File: config.mk
export PLATFORM = sky130hd
export DESIGN_NAME = cs_tx_gen
export DESIGN_NICKNAME = d
export VERILOG_FILES = /design/src/rtl/cs_tx_pkg.sv /design/src/rtl/cs_status_store.sv /design/src/rtl/cs_crc_unit.sv /design/src/rtl/cs_bit_former.sv /design/src/rtl/cs_tx_gen.sv
export SDC_FILE = /design/constraint.sdc
export NUM_CORES = 1
export LEC_CHECK = 0
export ABC_CLOCK_PERIOD_IN_PS = 16900
export BUFFER_PORTS_ARGS = -buffer_cell sky130_fd_sc_hd__buf_2
export CAP_MARGIN = 20
export CORE_MARGIN = 8
export CORE_UTILIZATION = 60
export CTS_CLUSTER_DIAMETER = 50
export DETAILED_ROUTE_END_ITERATION = 10
export PLACE_DENSITY_LB_ADDON = 0.2
export SKIP_CTS_REPAIR_TIMING = 1
export SLEW_MARGIN = 30
export SYNTH_ARGS = -nofsm -noshare
export SYNTH_HDL_FRONTEND = slang
export SYNTH_HIERARCHICAL = 1
export SYNTH_SLANG_ARGS = --single-unit
File: constraint.sdc
create_clock -name clk -period 16.9 [get_ports clk]
set_input_delay 0.845 -clock clk [delete_from_list [all_inputs] [get_ports clk]]
set_output_delay 0.845 -clock clk [all_outputs]
set_load 0.02 [all_outputs]
File: src/rtl/cs_tx_pkg.sv
// Shared constants and the serial CRC-8 step for the channel-status generator.
// Assumes a CRC of exactly eight bits, inserted at the end of the block.
package cs_tx_pkg;
    localparam int          CRC_W    = 8;
    localparam logic [7:0]  CRC_POLY = 8'h1D;   // x^8+x^4+x^3+x^2+1
    localparam logic [7:0]  CRC_INIT = 8'hFF;

    // Shift one bit into the CRC, most significant bit first.
    function automatic logic [7:0] crc8_step(input logic [7:0] c, input logic d);
        logic fb;
        fb = c[7] ^ d;
        return {c[6:0], 1'b0} ^ (fb ? CRC_POLY : 8'h00);
    endfunction
endpackage

File: src/rtl/cs_status_store.sv
// Holds the received-status register and the double-buffered transmit register
// (shadow plus active). It also handles the edge-triggered receive-to-transmit
// copy. The indexed transmit bit is read from the shadow during a block-start
// frame, because the shadow becomes active on that edge.
// Assumes BLOCK_BITS is a multiple of 8.
module cs_status_store #(
    parameter int BLOCK_BITS = 192,
    parameter int IDX_W      = $clog2(BLOCK_BITS),
    parameter int ADDR_W     = $clog2(BLOCK_BITS / 8)
) (
    input  logic              clk,
    input  logic              rst_n,
    input  logic              blk,
    input  logic [IDX_W-1:0]  idx_sel,
    input  logic              wr_en,
    input  logic [ADDR_W-1:0] wr_addr,
    input  logic [7:0]        wr_data,
    input  logic              rx_wr,
    input  logic [IDX_W-1:0]  rx_idx,
    input  logic              rx_bit,
    input  logic              copy_req,
    output logic              copy_busy,
    output logic              reg_bit
);
    localparam int NBYTES = BLOCK_BITS / 8;

    logic [7:0]            shadow_q [NBYTES];
    logic [7:0]            active_q [NBYTES];
    logic [BLOCK_BITS-1:0] rx_q;
    logic                  copy_q;
    logic                  busy_q;
    logic                  copy_rise;
    logic                  wr_ok;

    assign copy_rise = copy_req & ~copy_q;
    assign wr_ok     = wr_en & ~busy_q & ~copy_rise;
    assign copy_busy = busy_q;

    // Remembers the previous copy request for edge detection.
    always_ff @(posedge clk) begin
        if (!rst_n) copy_q <= 1'b0;
        else        copy_q <= copy_req;
    end

    // Copy-pending flag: set by a copy, cleared by the block start that publishes it.
    always_ff @(posedge clk) begin
        if (!rst_n)         busy_q <= 1'b0;
        else if (copy_rise) busy_q <= 1'b1;
        else if (blk)       busy_q <= 1'b0;
    end

    // Received status, written one bit at a time by the receiver.
    always_ff @(posedge clk) begin
        if (!rst_n) begin
            rx_q <= '0;
        end else if (rx_wr) begin
            for (int i = 0; i < BLOCK_BITS; i++) begin
                if (rx_idx == IDX_W'(i)) rx_q[i] <= rx_bit;
            end
        end
    end

    for (genvar g = 0; g < NBYTES; g++) begin : g_byte
        // Shadow byte: a copy takes priority over a host write.
        always_ff @(posedge clk) begin
            if (!rst_n)                                shadow_q[g] <= 8'h00;
            else if (copy_rise)                        shadow_q[g] <= rx_q[g*8 +: 8];
            else if (wr_ok && wr_addr == ADDR_W'(g))   shadow_q[g] <= wr_data;
        end
        // Active byte: follows the shadow at each block start.
        always_ff @(posedge clk) begin
            if (!rst_n)   active_q[g] <= 8'h00;
            else if (blk) active_q[g] <= shadow_q[g];
        end
    end

    // Selects the indexed bit from the copy that is live for this frame.
    always_comb begin
        reg_bit = 1'b0;
        for (int b = 0; b < NBYTES; b++) begin
            if (idx_sel[IDX_W-1:3] == (IDX_W-3)'(b)) begin
                reg_bit = blk ? shadow_q[b][idx_sel[2:0]] : active_q[b][idx_sel[2:0]];
            end
        end
    end
endmodule

File: src/rtl/cs_crc_unit.sv
// Bit-serial CRC-8 over the emitted sub-frame 1 bits. It reloads at index 0,
// accumulates up to index CRC_START-1, and then shifts the result out MSB first.
// Assumes idx_cur is the index of the frame being strobed.
module cs_crc_unit #(
    parameter int IDX_W     = 8,
    parameter int CRC_START = 184
) (
    input  logic             clk,
    input  logic             rst_n,
    input  logic             frame_tick,
    input  logic [IDX_W-1:0] idx_cur,
    input  logic             emit_bit,
    output logic             crc_msb
);
    import cs_tx_pkg::*;

    logic [CRC_W-1:0] crc_q;

    assign crc_msb = crc_q[CRC_W-1];

    // Reload, accumulate or shift out, once per frame.
    always_ff @(posedge clk) begin
        if (!rst_n) begin
            crc_q <= '0;
        end else if (frame_tick) begin
            if (idx_cur == '0)                       crc_q <= crc8_step(CRC_INIT, emit_bit);
            else if (idx_cur < IDX_W'(CRC_START))    crc_q <= crc8_step(crc_q, emit_bit);
            else                                     crc_q <= {crc_q[CRC_W-2:0], 1'b0};
        end
    end
endmodule

File: src/rtl/cs_bit_former.sv
// Advances the block index and picks the source bit. It merges in the external
// pin, applies the consumer channel-code rewrite and the professional CRC
// substitution, and registers one bit per sub-frame.
// Assumes block_start has meaning only together with frame_tick.
module cs_bit_former #(
    parameter int BLOCK_BITS = 192,
    parameter int IDX_W      = $clog2(BLOCK_BITS),
    parameter int NIB_LO     = 20,
    parameter int CRC_START  = 184
) (
    input  logic             clk,
    input  logic             rst_n,
    input  logic             frame_tick,
    input  logic             block_start,
    input  logic             sub_sel,
    input  logic             src_reg,
    input  logic             pin_en,
    input  logic             passthru,
    input  logic             aux_cs,
    input  logic             ext_cs,
    input  logic             stereo,
    input  logic             crc_en,
    input  logic             reg_bit,
    input  logic             crc_msb,
    output logic             blk,
    output logic [IDX_W-1:0] idx_cur,
    output logic [IDX_W-1:0] idx_q,
    output logic             emit_a,
    output logic             pro_q,
    output logic             cs_bit
);
    localparam logic [IDX_W-1:0] LAST = IDX_W'(BLOCK_BITS - 1);

    logic merged, pro_now, in_nib, crc_zone, emit_b;
    logic cs_a_q, cs_b_q;

    assign blk     = frame_tick & block_start;
    assign idx_cur = blk ? '0 : ((idx_q == LAST) ? '0 : idx_q + IDX_W'(1));

    // Source choice, the external OR and both field rewrites for the strobed index.
    always_comb begin
        merged   = (src_reg ? reg_bit : aux_cs) | (pin_en & ~passthru & ext_cs);
        pro_now  = (idx_cur == '0) ? merged : pro_q;
        in_nib   = (idx_cur >= IDX_W'(NIB_LO)) && (idx_cur < IDX_W'(NIB_LO + 4));
        crc_zone = crc_en & pro_now & (idx_cur >= IDX_W'(CRC_START));
        if (crc_zone) begin
            emit_a = crc_msb;
            emit_b = crc_msb;
        end else if (!pro_now && in_nib) begin
            emit_a = stereo & (idx_cur == IDX_W'(NIB_LO));
            emit_b = stereo & (idx_cur == IDX_W'(NIB_LO + 1));
        end else begin
            emit_a = merged;
            emit_b = merged;
        end
    end

    // Index, mode flag and per-sub-frame output registers, updated once per frame.
    always_ff @(posedge clk) begin
        if (!rst_n) begin
            idx_q  <= LAST;
            pro_q  <= 1'b0;
            cs_a_q <= 1'b0;
            cs_b_q <= 1'b0;
        end else if (frame_tick) begin
            idx_q  <= idx_cur;
            cs_a_q <= emit_a;
            cs_b_q <= emit_b;
            if (idx_cur == '0) pro_q <= merged;
        end
    end

    assign cs_bit = sub_sel ? cs_b_q : cs_a_q;
endmodule

File: src/rtl/cs_tx_gen.sv
// Top level of the transmit channel-status generator: the status store, the
// bit former and the CRC unit, wired together.
// Assumes frame_tick is a one-cycle strobe and the host writes whole bytes.
module cs_tx_gen #(
    parameter int BLOCK_BITS = 192,
    parameter int NIB_LO     = 20,
    parameter int IDX_W      = $clog2(BLOCK_BITS),
    parameter int ADDR_W     = $clog2(BLOCK_BITS / 8)
) (
    input  logic              clk,
    input  logic              rst_n,
    input  logic              frame_tick,
    input  logic              block_start,
    input  logic              sub_sel,
    input  logic              src_reg,
    input  logic              pin_en,
    input  logic              passthru,
    input  logic              aux_cs,
    input  logic              ext_cs,
    input  logic              stereo,
    input  logic              crc_en,
    input  logic              wr_en,
    input  logic [ADDR_W-1:0] wr_addr,
    input  logic [7:0]        wr_data,
    input  logic              rx_wr,
    input  logic [IDX_W-1:0]  rx_idx,
    input  logic              rx_bit,
    input  logic              copy_req,
    output logic              copy_busy,
    output logic              cs_bit,
    output logic [IDX_W-1:0]  bit_index
);
    localparam int CRC_START = BLOCK_BITS - cs_tx_pkg::CRC_W;

    logic             blk, reg_bit, crc_msb, emit_a, pro_q;
    logic [IDX_W-1:0] idx_cur;

    cs_status_store #(.BLOCK_BITS(BLOCK_BITS), .IDX_W(IDX_W), .ADDR_W(ADDR_W)) u_store (
        .clk(clk), .rst_n(rst_n), .blk(blk), .idx_sel(idx_cur),
        .wr_en(wr_en), .wr_addr(wr_addr), .wr_data(wr_data),
        .rx_wr(rx_wr), .rx_idx(rx_idx), .rx_bit(rx_bit),
        .copy_req(copy_req), .copy_busy(copy_busy), .reg_bit(reg_bit)
    );

    cs_bit_former #(.BLOCK_BITS(BLOCK_BITS), .IDX_W(IDX_W), .NIB_LO(NIB_LO),
                    .CRC_START(CRC_START)) u_form (
        .clk(clk), .rst_n(rst_n), .frame_tick(frame_tick), .block_start(block_start),
        .sub_sel(sub_sel), .src_reg(src_reg), .pin_en(pin_en), .passthru(passthru),
        .aux_cs(aux_cs), .ext_cs(ext_cs), .stereo(stereo), .crc_en(crc_en),
        .reg_bit(reg_bit), .crc_msb(crc_msb), .blk(blk), .idx_cur(idx_cur),
        .idx_q(bit_index), .emit_a(emit_a), .pro_q(pro_q), .cs_bit(cs_bit)
    );

    cs_crc_unit #(.IDX_W(IDX_W), .CRC_START(CRC_START)) u_crc (
        .clk(clk), .rst_n(rst_n), .frame_tick(frame_tick), .idx_cur(idx_cur),
        .emit_bit(emit_a), .crc_msb(crc_msb)
    );
endmodule

; ---- After elaboration in Yosys (flattened, before gate mapping)
; Memory sizes are Yosys's and may differ from the RTL's.
; Cells that the tools add are included.
; Widths: inputs -> output; s select.
[word_totals]
ff_bits = 213
out_inout_bits = 10
n_memories = 2
ramBits = 384
word_cells = 1095
[op_classes]
addsub = 1
muxes = 334
bitwise = 90
eq_ne = 240
reduce_logical = 224
order_cmp = 5
[memory_table]
columns = memory, depth, width, read_ports, rd_clocked_by_memory_dff, wr, line
row1 = u_store.active_q, 24, 8, 24, 0, 24, cs_status_store.sv:28  ; logic [7:0] active_q [NBYTES];
row2 = u_store.shadow_q, 24, 8, 24, 0, 24, cs_status_store.sv:27  ; logic [7:0] shadow_q [NBYTES];
[ops]
columns = operator, n
row1 = $mux 8, 76
row2 = $eq 8x8->1 const B, 65
row3 = $eq 8x7->1 const B, 64
row4 = $reduce_and 2->1, 192
row5 = $eq 8x6->1 const B, 32
row6 = $mux 1, 208
row7 = $bmux 1 s3, 48
row8 = $eq 8x5->1 const B, 18
row9 = $eq 5x4->1 const B, 16
row10 = $eq 5x5->1 const B, 16
row11 = $or 1x1->1, 73
row12 = $eq 8x4->1 const B, 8
row13 = $eq 5x3->1 const B, 8
row14 = $eq 8x3->1 const B, 4
row15 = $logic_and 1x1->1, 26
row16 = $eq 5x2->1 const B, 4
row17 = $eq 8x2->1 const B, 2
row18 = $logic_not 8->1, 2
row19 = $and 1x1->1, 10
row20 = $eq 5x1->1 const B, 2
row21 = $logic_not 5->1, 2
row22 = $mux 5, 2
row23 = $add 8x1->8 const B, 1
row24 = $eq 8x1->1 const B, 1
row25 = 11 further kinds, 14

; ---- Logic depth before layout (Yosys ltp)
; Gate-level depths: netlist (run 1).
[depth]
depth_word = 42
depth_mapped = 27
ltp_nobuf = 22

; ---- Cells and area by module
; Netlist (run 1), hierarchy kept.
[modules_own_cells]
columns = module, seq_area_each_um2, n_inst, area_each_um2, cells_per_inst
row1 = cs_status_store, 15414.8, 1, 26586.7, 2161
row2 = cs_bit_former, 220.2, 1, 1038.5, 138
row3 = cs_crc_unit, 160.2, 1, 407.9, 42

; ---- Least setup slack after synthesis (run 1)
; No wires, ideal clock.
[synth_timing]
kind = in2reg
start = input frame_tick
end = register u_store.busy_q (netlist: u_store/copy_busy)
n_path_buf = 4
stages = 8
required_ps = 16524
arrival_ps = 7079
setup_slack_ps = 9445
path_cell_list = buf_2 -> nand2_1 -> inv_1 -> clkbuf_1 -> clkbuf_1 -> clkbuf_1 -> nand2b_1 -> o22ai_1
[synth_between]
elab_chain_len = 2
[synth_rtl]
columns = item, line
row1 = start: declaration, cs_tx_gen.sv:12  ; input logic frame_tick,
row2 = $and 1x1->1, cs_bit_former.sv:37  ; assign blk = frame_tick & block_start;
row3 = via blk, cs_tx_gen.sv:35  ; logic blk, reg_bit, crc_msb, emit_a, pro_q;
row4 = $reduce_bool 2->1 (no line), n/a
row5 = end signal: assignment, cs_status_store.sv:47  ; if (!rst_n) busy_q <= 1'b0;
row6 = end signal: assignment, cs_status_store.sv:48  ; else if (copy_rise) busy_q <= 1'b1;
row7 = end signal: assignment, cs_status_store.sv:49  ; else if (blk) busy_q <= 1'b0;
row8 = end: declaration, cs_status_store.sv:31  ; logic busy_q;
; The timed path passes the listed nets, and every way through them passes these cells.
; A chain may end at the register's enable or synchronous reset.

; ---- Worst setup path in the final report (run 1)
[layout_timing]
start = register u_form.idx_q[0]
end = register u_crc.crc_q[2]
[layout_between]
elab_chain_len = 42
[layout_rtl]
columns = item, line
row1 = start: declaration, cs_bit_former.sv:27  ; output logic [IDX_W-1:0] idx_q,
row2 = start signal: assignment, cs_bit_former.sv:66  ; idx_q <= idx_cur;
row3 = $add 8x1->8 / $eq 8x8->1 (equally long branches), cs_bit_former.sv:38  ; assign idx_cur = blk ? '0 : ((idx_q == LAST) ? '0 : idx_q + IDX_W'(1));
row4 = $mux 8 * (2 in series), cs_bit_former.sv:38
row5 = via idx_cur[0], cs_tx_gen.sv:36  ; logic [IDX_W-1:0] idx_cur;
row6 = $bmux 1 s3, cs_status_store.sv:82  ; reg_bit = blk ? shadow_q[b][idx_sel[2:0]] : active_q[b][idx_sel[2:0]];
row7 = $mux 1 (implied by the code), cs_status_store.sv:82
row8 = $mux 1, cs_status_store.sv:82
row9 = $mux 1 (23 in series), cs_status_store.sv:81  ; if (idx_sel[IDX_W-1:3] == (IDX_W-3)'(b)) begin
row10 = $mux 1 *, cs_status_store.sv:81
row11 = via reg_bit, cs_tx_gen.sv:35
row12 = [... 5 more ...], n/a
row13 = $mux 1, cs_bit_former.sv:49  ; end else if (!pro_now && in_nib) begin
row14 = $mux 1 *, cs_bit_former.sv:46  ; if (crc_zone) begin
row15 = via emit_a, cs_tx_gen.sv:35
row16 = $xor 1x1->1, cs_tx_pkg.sv:11  ; fb = c[7] ^ d;
row17 = $mux 5, cs_tx_pkg.sv:12  ; return {c[6:0], 1'b0} ^ (fb ? CRC_POLY : 8'h00);
row18 = $xor 8x8->8, cs_tx_pkg.sv:12
row19 = $mux 8, cs_crc_unit.sv:27  ; else if (idx_cur < IDX_W'(CRC_START)) crc_q <= crc8_step(crc_q, emit_bit);
row20 = $mux 8 *, cs_crc_unit.sv:26  ; if (idx_cur == '0) crc_q <= crc8_step(CRC_INIT, emit_bit);
row21 = end signal: assignment, cs_crc_unit.sv:26
row22 = end signal: assignment, cs_crc_unit.sv:27
row23 = end signal: assignment, cs_crc_unit.sv:28  ; else crc_q <= {crc_q[CRC_W-2:0], 1'b0};
row24 = end: declaration, cs_crc_unit.sv:17  ; logic [CRC_W-1:0] crc_q;
; The timed path passes the listed nets; every way through them passes the cells marked *. The select of a mux whose other input is x is not followed.

==> results.py, run 1 <==
metrics = {
    "run_status": {
        "run_status": "finished, final reports clean",
    },
    "die": {
        "ioPinCount": 47,
        "core.rowCount": 79,
        "die_w_um": 232,
        "die_area_um2": 53900,
        "die_h_um": 232,
        "core_region_area_um2": 46400,
        "initial_core_util": 0.605,
    },
    "sta": {
        "post-route-min-period_ns": 6.61,
        "rsz_0062_raised_after_global_routing": "false",
        "slew_headroom": 0.338,
        "drv_slew": 0,
        "timing.final.setup_violations": 0,
        "layout_worst_path_cycle_share": 0.391,
        "timing_hold_violations_final": 0,
        "final.setup.tns_ns": 0,
        "final.setup_skew_ns": 0.0187,
        "tightest_slew_ns": 0.993,
        "fmaxAchievable_mhz": 151,
    },
    "pwr": {
        "power_per_cell_area_nw_per_um2": 111,
        "ir_drop_v": 0.0000763,
        "static-leakage-power_nw": 11.0,
    },
    "route": {
        "detailroute.via_count": 20700,
        "initialDrtViolationCount": 3290,
        "routed_wirelength_mm": 81.1,
        "drt-vias-per-instance": 7.11,
        "per_cell_routed_wire_length_um": 27.9,
        "detail-route-antenna-nets": 0,
        "detail_route.first_pass.iterations": 6,
        "drt_drc_violations_left": 0,
    },
    "critical_path": {
        "crit_chain": "ha_1, and4_1, nand2_1, nand2_1, nor2_4, buf_6, buf_4, mux4_2, mux4_2, nand2_1, nand2_1, o21ai_1, o2111ai_1, a32oi_1, o21ai_1, mux2i_1, o21ai_0, a31o_4, a21oi_2, a21oi_1, xnor2_1, a21oi_4, xnor2_1, a311oi_1",
        "cp-start-kind": "flip-flop",
        "criticalPathCategory": "reg -> reg",
        "crit_required_ns": 17.42,
        "worst_path_dominant_cell_family": "compound AO/OA/AOI/OAI gates",
        "timing.critical_path.mode_cell": "sky130_fd_sc_hd__nand2_1",
        "crit_slowest_cell": "sky130_fd_sc_hd__buf_4",
        "r2r.worst_path.cells": 24,
        "cp-end-kind": "flip-flop",
        "cp_max_fo": 50,
        "critical_path.n_buffers_inverters": 2,
        "worstPathArrival_ns": 7.13,
        "crit_cells": 24,
        "timing.critical_path.slowest_cell_delay_ns": 0.73,
    },
    "grt": {
        "first_pass_grt_wire_length_mm": 120,
        "grt_remaining_overflow": 0,
        "grt_pass1_vias": 19100,
        "grt_antenna_before_repair": 2,
        "grt_max_degree": 232,
        "grt_usage": 0.293,
    },
    "placed_design": {
        "dp.cells": 2787,
        "placement.cell_area_um2": 28300,
        "globalplace.congestion": 0.917,
        "post_detailed_placement_half_perimeter_wirelength_mm": 52.6,
        "port_buffers": 46,
    },
    "hold_path": {
        "hold_path_class": "reg -> reg",
        "whs_path_depth": 2,
    },
    "cells_and_area": {
        "final_area_um2": 30400,
        "fillCellCount": 3401,
        "final_cells": 2905,
        "area_growth_syn_to_layout_pct": 8.44,
        "fraction_of_layout_instances_using_a_drive_strength_above_1": 0.141,
        "fin_util": 0.656,
        "final_net_count": 2283,
    },
    "clock_network": {
        "clkTransAtPathRegs_ns": 0.06,
        "clkSinkCount": 597,
        "clk_path_buf_depth": 3,
        "cts_inserted_buffers": 61,
        "tritoncts": "built",
        "clk-insertion-delay-late_ns": 0.64,
        "cts.root.buffer_cell": "sky130_fd_sc_hd__clkbuf_16",
        "htree_num_levels": 2,
    },
    "synthesis": {
        "synth_warnings": 6,
        "postSynth.topFlopCell": "sky130_fd_sc_hd__edfxtp_1",
        "synth_enable_flop_cells": 384,
        "ys_async_sr_fraction": 0,
        "synth.distinct_cells": 79,
        "postSynthCellCount": 2341,
        "yosys-top-cells-area": "sky130_fd_sc_hd__edfxtp_1, sky130_fd_sc_hd__dfxtp_1, sky130_fd_sc_hd__mux4_2",
        "avgSynthCellArea_um2": 12.0,
        "netlist.area_leader.share": 0.411,
        "synth_sequential_area_ratio": 0.563,
        "synthesis.area_um2": 28000,
        "ff_latch_count_synth": 597,
        "syn-num-nets": 2379,
        "synth_top_cell_by_area": "sky130_fd_sc_hd__edfxtp_1",
    },
    "job": {
        "maxCapViolations": 0,
    },
}
## metrics by stage
step	hold slack [ns]	power (W)	setup WS (ns)
floorplan	0.448	0.00195	9.45
global placement	0.461	0.00205	10.08
detailed placement	0.478	0.00206	9.71
CTS	0.486	0.00338	10.03
global route	0.496	0.00347	9.74
finish	0.488	0.00338	10.29
## cell families after synthesis
kind of cell    count (synthesis)  synth area share
compound gates                704             0.177
simple gates                  648             0.125
flops                         597             0.563
buf+inv                       256            0.0397
mux                           127            0.0919
xor+xnor                        8           0.00250
fa+ha+maj                       1          0.000446
## registers in the layout, summed over array words and instances, names as in the netlist
register / count
u_form/idx_q: 8
u_form/cs_a_q: 1
u_store/copy_busy: 1
u_store/shadow_q: 192
u_store/copy_q: 1
u_form/cs_b_q: 1
u_crc/crc_q: 8
u_store/active_q: 192
u_store/rx_q: 192
u_form/pro_q: 1
## routing by layer
| layer | vias to the layer above | track usage | part of all wire |
|---|---|---|---|
| li1 | 8876 | - | - |
| met1 | 10200 | 0.423 | 0.41 |
| met2 | 1406 | 0.429 | 0.43 |
| met3 | 208 | 0.0773 | 0.13 |
| met4 | 0 | 0.0923 | 0.031 |
| met5 | - | 0 | 0 |
## worst register-to-register path, delay by kind of cell, from the launching register on
family	cells	cell delay, ns
mux	3	1.25
flops	1	0.43
buf+inv	2	1.27
simple gates	6	0.96
fa+ha+maj	1	0.39
compound gates	10	1.81
xor+xnor	2	0.41
## area by class of cell
class	instances	area, µm²	share of cell area
Antenna cell	1	2.50	0.0000823
Sequential cell	597	15800	0.520
Clock buffer	87	1790	0.0589
Inverter	15	61.3	0.00202
Timing Repair Buffer	82	568	0.0187
Tap cell	607	759	0.0250
Clock inverter	28	223	0.00733
Multi-Input combinational cell	1488	11200	0.368
## cell usage after synthesis (5+ instances only)
master and instances:
sky130_fd_sc_hd__xnor2_1 6, sky130_fd_sc_hd__edfxtp_1 384, sky130_fd_sc_hd__and2_1 5, sky130_fd_sc_hd__o211ai_1 6, sky130_fd_sc_hd__buf_4 7, sky130_fd_sc_hd__and3_1 199, sky130_fd_sc_hd__a211oi_1 5, sky130_fd_sc_hd__a21boi_0 193
sky130_fd_sc_hd__nand2b_1 21, sky130_fd_sc_hd__a21oi_1 22, sky130_fd_sc_hd__clkbuf_1 203, sky130_fd_sc_hd__mux2i_1 20, sky130_fd_sc_hd__o21ai_0 227, sky130_fd_sc_hd__inv_1 13, sky130_fd_sc_hd__nor3_1 16, sky130_fd_sc_hd__a31oi_1 11
sky130_fd_sc_hd__nand4_1 5, sky130_fd_sc_hd__nand2_1 71, sky130_fd_sc_hd__buf_2 15, sky130_fd_sc_hd__dfxtp_1 213, sky130_fd_sc_hd__a22o_1 192, sky130_fd_sc_hd__nor2b_1 12, sky130_fd_sc_hd__nor3_2 7, sky130_fd_sc_hd__mux4_2 104
sky130_fd_sc_hd__o21ai_1 7, sky130_fd_sc_hd__nor2_1 69, sky130_fd_sc_hd__buf_6 10, sky130_fd_sc_hd__nand3_1 215
## path summary, 6_finish.rpt
path                                   startpoint  slack [ns]                end
worst max register to register    u_form/idx_q[0]       10.29     u_crc/crc_q[2]
worst min register to register  u_store/rx_q[177]        0.49  u_store/rx_q[177]
worst min-delay path            u_store/rx_q[177]        0.49  u_store/rx_q[177]
worst max-delay path              u_form/idx_q[0]       10.29     u_crc/crc_q[2]
## where the power goes
| part | internal [W] | total (W) | switching (W) |
|---|---|---|---|
| clock network | 0.000769 | 0.00133 | 0.000565 |
| registers | 0.00161 | 0.00165 | 0.0000356 |
| logic | 0.000144 | 0.000398 | 0.000254 |
| total | 0.00252 | 0.00338 | 0.000854 |
## placed cells by master (no fill, tap or decap), types with 4 or more instances in the layout
master                       Yosys  final
sky130_fd_sc_hd__nand2_1        71     71
sky130_fd_sc_hd__nor2_2          0     12
sky130_fd_sc_hd__buf_4           7     29
sky130_fd_sc_hd__a31oi_1        11     11
sky130_fd_sc_hd__nor3_1         16     15
sky130_fd_sc_hd__o211ai_1        6      6
sky130_fd_sc_hd__and2_1          5      4
sky130_fd_sc_hd__a311oi_1        4      4
sky130_fd_sc_hd__clkbuf_16       0     66
sky130_fd_sc_hd__edfxtp_1      384    384
sky130_fd_sc_hd__nor3_2          7      8
sky130_fd_sc_hd__clkbuf_1      203     15
sky130_fd_sc_hd__buf_6          10      5
sky130_fd_sc_hd__mux2i_1        20     20
sky130_fd_sc_hd__clkinvlp_4      0      5
sky130_fd_sc_hd__o21ai_1         7     25
sky130_fd_sc_hd__dfxtp_1       213    213
sky130_fd_sc_hd__nand4_1         5      5
sky130_fd_sc_hd__a21boi_0      193    193
sky130_fd_sc_hd__a22o_1        192    192
sky130_fd_sc_hd__nor2b_1        12     12
sky130_fd_sc_hd__clkinv_2        0      5
sky130_fd_sc_hd__xnor2_1         6      6
sky130_fd_sc_hd__o21ai_0       227    209
sky130_fd_sc_hd__or3_1           4      4
sky130_fd_sc_hd__inv_1          13     11
sky130_fd_sc_hd__and3_1        199    199
sky130_fd_sc_hd__a211oi_1        5      5
sky130_fd_sc_hd__clkinv_1        1     11
sky130_fd_sc_hd__clkbuf_8        0      7
sky130_fd_sc_hd__nor2_1         69     55
sky130_fd_sc_hd__mux4_2        104    104
sky130_fd_sc_hd__a21oi_1        22     22
sky130_fd_sc_hd__buf_2          15     44
sky130_fd_sc_hd__nand2b_1       21     20
sky130_fd_sc_hd__nand3_1       215    215
Power figures use the tool's default switching activity.
==> run 2, diff against run 1 <==
--- a/config.mk
+++ b/config.mk
@@ -5,7 +5,7 @@
 export SDC_FILE = /design/constraint.sdc
 export NUM_CORES = 1
 export LEC_CHECK = 0
-export ABC_CLOCK_PERIOD_IN_PS = 16900
+export ABC_CLOCK_PERIOD_IN_PS = 6100
 export BUFFER_PORTS_ARGS = -buffer_cell sky130_fd_sc_hd__buf_2
 export CAP_MARGIN = 20
 export CORE_MARGIN = 8
==> constraint.sdc (replaced) <==
create_clock -name clk -period 6.1 [get_ports clk]
set_input_delay 0.305 -clock clk [delete_from_list [all_inputs] [get_ports clk]]
set_output_delay 0.305 -clock clk [all_outputs]
set_load 0.02 [all_outputs]
==> results.py, run 2 (synthesis results as in run 1) <==
metrics = {
    "cells_and_area": {
        "fillCellCount": 3382,
        "commonest_non_fill_non_tap_cell_in_the_layout": "sky130_fd_sc_hd__edfxtp_1",
        "final_net_count": 2295,
        "fraction_of_layout_instances_using_a_drive_strength_above_1": 0.143,
        "fin_util": 0.661,
        "reg_top3": "u_store/active_q x192, u_store/rx_q x192, u_store/shadow_q x192",
        "most_used_cells_in_the_layout_excluding_fill_and_tap_cells": "sky130_fd_sc_hd__edfxtp_1, sky130_fd_sc_hd__nand3_1, sky130_fd_sc_hd__dfxtp_1",
        "area_growth_syn_to_layout_pct": 9.36,
    },
    "sta": {
        "timing.final.setup_violations": 0,
        "rsz_0062_raised_after_global_routing": "false",
        "tightest_slew_ns": 1.18,
        "layout_setup_ws_ns": 0.317,
        "drv_slew": 0,
        "final.setup_skew_ns": 0.0263,
        "timing_hold_violations_final": 0,
        "layout_worst_path_cycle_share": 0.948,
        "fmaxAchievable_mhz": 173,
        "slew_headroom": 0.213,
        "final.setup.tns_ns": 0,
        "post-route-min-period_ns": 5.78,
    },
    "grt": {
        "grt_remaining_overflow": 0,
        "first_pass_grt_wire_length_mm": 122,
        "grt_usage": 0.299,
        "grt_pass1_vias": 19400,
        "grt_antenna_before_repair": 1,
        "grt_max_degree": 232,
    },
    "route": {
        "detail_route.first_pass.iterations": 5,
        "detail-route-antenna-nets": 0,
        "routed_wirelength_mm": 81.6,
        "drt-vias-per-instance": 7.11,
        "detailroute.via_count": 20800,
        "initialDrtViolationCount": 2865,
        "drt_drc_violations_left": 0,
        "per_cell_routed_wire_length_um": 28.0,
    },
    "job": {
        "maxCapViolations": 0,
    },
    "critical_path": {
        "crit_required_ns": 6.60,
        "crit_cells": 21,
        "crit_slowest_cell": "sky130_fd_sc_hd__mux4_2",
        "crit_chain": "ha_1, and4_1, nand2_1, nand2_1, nor2_4, buf_12, mux4_2, mux4_2, o21ai_1, o2111ai_1, a32oi_1, o21ai_1, mux2i_1, o21ai_0, a31o_4, a21oi_2, a21oi_1, xnor2_1, a21oi_4, xnor2_1, a311oi_1",
        "cp-end-kind": "flip-flop",
        "cp_max_fo": 47,
        "worst_r2r_endpoint": "u_crc/crc_q[3]",
        "cp-start-kind": "flip-flop",
        "reg2reg_from": "u_form/idx_q[1]",
        "criticalPathCategory": "reg -> reg",
        "worst_path_dominant_cell_family": "compound AO/OA/AOI/OAI gates",
        "worstPathArrival_ns": 6.28,
        "critical_path.startpoint": "u_form/idx_q[1]",
        "critical_path.n_buffers_inverters": 1,
        "cp-endpoint": "u_crc/crc_q[3]",
        "r2r_setup_slack_ns": 0.32,
        "r2r.worst_path.cells": 21,
        "timing.critical_path.slowest_cell_delay_ns": 0.55,
    },
    "clock_network": {
        "clkTransAtPathRegs_ns": 0.05,
        "clk-insertion-delay-late_ns": 0.60,
        "cts.root.buffer_cell": "sky130_fd_sc_hd__clkbuf_16",
        "clkSinkCount": 597,
        "cts_inserted_buffers": 66,
        "clk_path_buf_depth": 3,
        "htree_num_levels": 3,
        "tritoncts": "built",
    },
    "die": {
        "initial_core_util": 0.605,
        "core_region_area_um2": 46400,
        "core.rowCount": 79,
        "ioPinCount": 47,
        "die_h_um": 232,
        "die_area_um2": 53900,
        "die_w_um": 232,
    },
    "pwr": {
        "power_per_cell_area_nw_per_um2": 315,
        "static-leakage-power_nw": 11.1,
        "ir_drop_v": 0.000244,
    },
    "placed_design": {
        "port_buffers": 46,
        "dpl_worst_slack_ns": 0.381,
        "post_detailed_placement_half_perimeter_wirelength_mm": 49.9,
        "globalplace.congestion": 0.868,
    },
    "hold_path": {
        "hold_start": "copy_req",
        "hold_path_class": "in -> reg",
    },
    "run_status": {
        "run_status": "finished, final reports clean",
    },
}
run 2: cell type report:
cell class	count	area (µm²)	area share
diodes	1	2.50	0.0000816
clock buffers	101	1990	0.0649
clock inverters	20	185	0.00604
inverters	15	61.3	0.00200
multi-input cells	1488	11200	0.366
flip-flops and latches	597	15800	0.515
well taps	607	759	0.0248
repair buffers	89	656	0.0214
run 2: power breakdown:
group          switching, W  internal (W)  total (W)
Clock               0.00159       0.00239    0.00398
Sequential        0.0000812       0.00446    0.00454
Combinational      0.000736      0.000414    0.00115
Total               0.00241       0.00726    0.00967
run 2: worst reg2reg max path, stage by stage, from the launching register on:
cell and delay (ns):
sky130_fd_sc_hd__dfxtp_1 0.36, sky130_fd_sc_hd__ha_1 0.32, sky130_fd_sc_hd__and4_1 0.33, sky130_fd_sc_hd__nand2_1 0.15, sky130_fd_sc_hd__nand2_1 0.18, sky130_fd_sc_hd__nor2_4 0.23
sky130_fd_sc_hd__buf_12 0.35, sky130_fd_sc_hd__mux4_2 0.64, sky130_fd_sc_hd__mux4_2 0.55, sky130_fd_sc_hd__o21ai_1 0.33, sky130_fd_sc_hd__o2111ai_1 0.18, sky130_fd_sc_hd__a32oi_1 0.26
sky130_fd_sc_hd__o21ai_1 0.17, sky130_fd_sc_hd__mux2i_1 0.16, sky130_fd_sc_hd__o21ai_0 0.20, sky130_fd_sc_hd__a31o_4 0.27, sky130_fd_sc_hd__a21oi_2 0.17, sky130_fd_sc_hd__a21oi_1 0.12
sky130_fd_sc_hd__xnor2_1 0.25, sky130_fd_sc_hd__a21oi_4 0.08, sky130_fd_sc_hd__xnor2_1 0.14, sky130_fd_sc_hd__a311oi_1 0.28
run 2: worst min path at each step:
stage,endpoint,slack (ns),cells past startpoint
CTS,u_store/copy_q,0.06,3
global placement,u_store/rx_q[158],0.47,2
floorplan,u_store/copy_q,0.44,2
finish,u_store/copy_q,0.06,3
global route,u_store/copy_q,0.10,3
detailed placement,u_store/rx_q[22],0.48,2
run 2: metrics by stage:
step	area [µm²]	total power (W)	std cells	hold slack [ns]
5_1_grt	30700	0.00995	2917	0.101
3_3_place_gp	28400	0.00573	2796	0.467
2_1_floorplan	28000	0.00540	2341	0.439
6_report	30700	0.00967	2918	0.0575
4_1_cts	30600	0.00968	2917	0.0558
3_5_place_dp	28500	0.00575	2796	0.475
run 2: metal layers:
| layer | vias to the layer above | global-route usage | wire (µm) |
|---|---|---|---|
| met3 | 253 | 0.0599 | 9570 |
| met2 | 1489 | 0.446 | 36100 |
| met4 | 0 | 0.141 | 3590 |
| met5 | - | 0 | 0 |
| met1 | 10100 | 0.420 | 32400 |
| li1 | 8886 | - | - |
==> run 3, diff against run 2 <==
--- a/config.mk
+++ b/config.mk
@@ -10,6 +10,7 @@
 export CAP_MARGIN = 20
 export CORE_MARGIN = 8
 export CORE_UTILIZATION = 60
+export CTS_BUF_LIST = sky130_fd_sc_hd__clkbuf_4
 export CTS_CLUSTER_DIAMETER = 50
 export DETAILED_ROUTE_END_ITERATION = 10
 export PLACE_DENSITY_LB_ADDON = 0.2
@@ -17,5 +18,4 @@
 export SLEW_MARGIN = 30
 export SYNTH_ARGS = -nofsm -noshare
 export SYNTH_HDL_FRONTEND = slang
-export SYNTH_HIERARCHICAL = 1
 export SYNTH_SLANG_ARGS = --single-unit
==> results.py, run 3 <==
metrics = {
    "critical_path": {
        "criticalPathCategory": "reg -> reg",
        "crit_required_ns": 6.97,
        "cp-end-kind": "flip-flop",
        "worst_r2r_endpoint": "u_form.cs_a_q",
        "r2r_setup_slack_ns": 1.02,
        "r2r.worst_path.cells": 16,
        "cp_max_fo": 22,
        "worstPathArrival_ns": 5.95,
        "cp-start-kind": "flip-flop",
        "reg2reg_from": "u_form.idx_q[0]",
    },
    "cells_and_area": {
        "final_net_count": 2428,
        "reg_top3": "u_store.active_q x192, u_store.rx_q x192, u_store.shadow_q x192",
        "commonest_non_fill_non_tap_cell_in_the_layout": "sky130_fd_sc_hd__edfxtp_1",
        "most_used_cells_in_the_layout_excluding_fill_and_tap_cells": "sky130_fd_sc_hd__edfxtp_1, sky130_fd_sc_hd__o21ai_0, sky130_fd_sc_hd__clkbuf_4",
        "fillCellCount": 3383,
        "area_growth_syn_to_layout_pct": 10.1,
        "fraction_of_layout_instances_using_a_drive_strength_above_1": 0.145,
    },
    "sta": {
        "final.setup.tns_ns": 0,
        "timing.final.setup_violations": 0,
        "rsz_0062_raised_after_global_routing": "false",
        "layout_worst_path_cycle_share": 0.833,
        "fmaxAchievable_mhz": 197,
        "drv_slew": 0,
        "slew_headroom": 0.360,
        "tightest_slew_ns": 0.960,
        "worst_hold_slack_ns": 0.0196,
        "final.setup_skew_ns": 0.0485,
        "post-route-min-period_ns": 5.08,
        "timing_hold_violations_final": 0,
    },
    "job": {
        "maxCapViolations": 0,
    },
    "synthesis": {
        "synth_xor_area_frac": 0.00391,
        "synth.mux.area_fraction": 0.0234,
        "postSynth.topFlopCell": "sky130_fd_sc_hd__edfxtp_1",
        "syn-num-nets": 2386,
        "synth.distinct_cells": 80,
        "netlist.area_leader.share": 0.434,
        "synthSimpleGateAreaFrac": 0.140,
        "yosysMostFrequentCell": "sky130_fd_sc_hd__edfxtp_1",
        "ff_latch_count_synth": 597,
        "synth_sequential_area_ratio": 0.595,
        "postSynthCellCount": 2348,
        "yosys-top-cells-area": "sky130_fd_sc_hd__edfxtp_1, sky130_fd_sc_hd__dfxtp_1, sky130_fd_sc_hd__a22o_1",
        "ys_async_sr_fraction": 0,
        "avgSynthCellArea_um2": 11.3,
        "synth_top_family_by_area": "compound AO/OA/AOI/OAI gates",
        "fraction_of_the_mapped_netlist_area_in_adder_cells": 0.000471,
        "synth_top_cell_by_area": "sky130_fd_sc_hd__edfxtp_1",
        "synth_compound_gate_area_share": 0.204,
        "synth_enable_flop_cells": 384,
        "synthesis.area_um2": 26500,
        "synthTopCellsByCount": "sky130_fd_sc_hd__edfxtp_1, sky130_fd_sc_hd__o21ai_0, sky130_fd_sc_hd__dfxtp_1",
        "synth_warnings": 0,
    },
    "route": {
        "detail_route.first_pass.iterations": 8,
        "routed_wirelength_mm": 77.9,
        "drt-vias-per-instance": 6.47,
        "detailroute.via_count": 20000,
        "drt_drc_violations_left": 0,
        "per_cell_routed_wire_length_um": 25.2,
        "detail-route-antenna-nets": 0,
        "initialDrtViolationCount": 3055,
    },
    "pwr": {
        "ir_drop_v": 0.000163,
        "fin_total_pwr_w": 0.00889,
        "static-leakage-power_nw": 10.4,
        "power_per_cell_area_nw_per_um2": 304,
    },
    "hold_path": {
        "whs_path_depth": 5,
        "hold_start": "rx_idx[6]",
        "hold_path_end": "u_store.rx_q[32]",
        "hold_path_class": "in -> reg",
    },
    "die": {
        "initial_core_util": 0.604,
        "core.rowCount": 77,
        "die_h_um": 226,
        "core_region_area_um2": 43900,
        "die_w_um": 226,
        "die_area_um2": 51200,
        "ioPinCount": 47,
    },
    "placed_design": {
        "port_buffers": 46,
        "post_detailed_placement_half_perimeter_wirelength_mm": 54.0,
        "globalplace.congestion": 0.927,
    },
    "grt": {
        "first_pass_grt_wire_length_mm": 114,
        "grt_remaining_overflow": 0,
        "grt_pass1_vias": 18100,
        "grt_antenna_before_repair": 5,
        "grt_max_degree": 193,
        "grt_usage": 0.299,
    },
    "clock_network": {
        "clkTransAtPathRegs_ns": 0.07,
        "cts_inserted_buffers": 151,
        "clkSinkCount": 597,
        "htree_num_levels": 4,
        "clk-insertion-delay-late_ns": 0.98,
        "tritoncts": "built",
        "clk_path_buf_depth": 3,
        "cts.root.buffer_cell": "sky130_fd_sc_hd__clkbuf_4",
    },
    "run_status": {
        "run_status": "finished, final reports clean",
    },
}
[run 3: cell type report]
class                   count  area (µm²)  area share
well taps                 592         741      0.0254
multi-input cells        1536        9960       0.341
clock inverters            46         295      0.0101
diodes                      4        10.0    0.000343
clock buffers             219        1640      0.0563
flip-flops and latches    597       15800       0.541
inverters                   4        15.0    0.000514
repair buffers            100         752      0.0257
[run 3: kinds of logic after synthesis]
family / Yosys count
flops: 597
mux: 55
simple gates: 708
xor+xnor: 11
compound gates: 761
buf+inv: 215
fa+ha+maj: 1
[run 3: through the flow]
stage	cell area (µm²)	std cells	util	setup WS (ns)
floorplan	26500	2348	-	0.294
global placement	26900	2804	0.613	1.31
detailed placement	27000	2805	0.614	1.14
CTS	28900	3070	0.658	1.17
global route	29200	3098	0.665	0.738
finish	29200	3098	0.665	1.02
[run 3: worst max-delay path by stage]
stage / start / end / slack [ns] / cells past startpoint
2_1_floorplan: block_start / u_store.active_q[0][0] / 0.29 / 5
3_5_place_dp: u_form.idx_q[0] / u_crc.crc_q[2] / 1.14 / 14
6_report: u_form.idx_q[0] / u_form.cs_a_q / 1.02 / 16
4_1_cts: u_form.idx_q[0] / u_crc.crc_q[4] / 1.17 / 16
3_3_place_gp: u_form.idx_q[0] / u_crc.crc_q[4] / 1.31 / 16
5_1_grt: u_form.idx_q[0] / u_form.cs_a_q / 0.74 / 14
[run 3: power by group]
group	switching (W)	internal [W]	leakage (nW)
logic	0.000649	0.000298	3.33
registers	0.0000782	0.00446	5.87
clock network	0.00163	0.00179	1.15
[run 3: worst max-delay path, cell delays in order (launching register included)]
cell and delay [ns]:
sky130_fd_sc_hd__dfxtp_1 0.31, sky130_fd_sc_hd__buf_4 0.33, sky130_fd_sc_hd__ha_1 0.54, sky130_fd_sc_hd__xor2_2 0.18
sky130_fd_sc_hd__buf_4 0.36, sky130_fd_sc_hd__mux4_2 0.55, sky130_fd_sc_hd__nand2_1 0.07, sky130_fd_sc_hd__o21ai_0 0.13
sky130_fd_sc_hd__a2111oi_0 0.43, sky130_fd_sc_hd__nor4b_1 0.11, sky130_fd_sc_hd__or4_1 0.51, sky130_fd_sc_hd__o31a_1 0.34
sky130_fd_sc_hd__o22a_1 0.20, sky130_fd_sc_hd__a21o_4 0.22, sky130_fd_sc_hd__nand3_1 0.08, sky130_fd_sc_hd__o211ai_1 0.08
sky130_fd_sc_hd__dlygate4sd3_1 0.55
[run 3: per-layer routing]
layer,part of all wire,up-vias,global-route usage
li1,-,9027,-
met1,0.43,9734,0.445
met2,0.42,1154,0.423
met3,0.12,124,0.0887
met4,0.020,4,0.0827
met5,0.00035,-,0
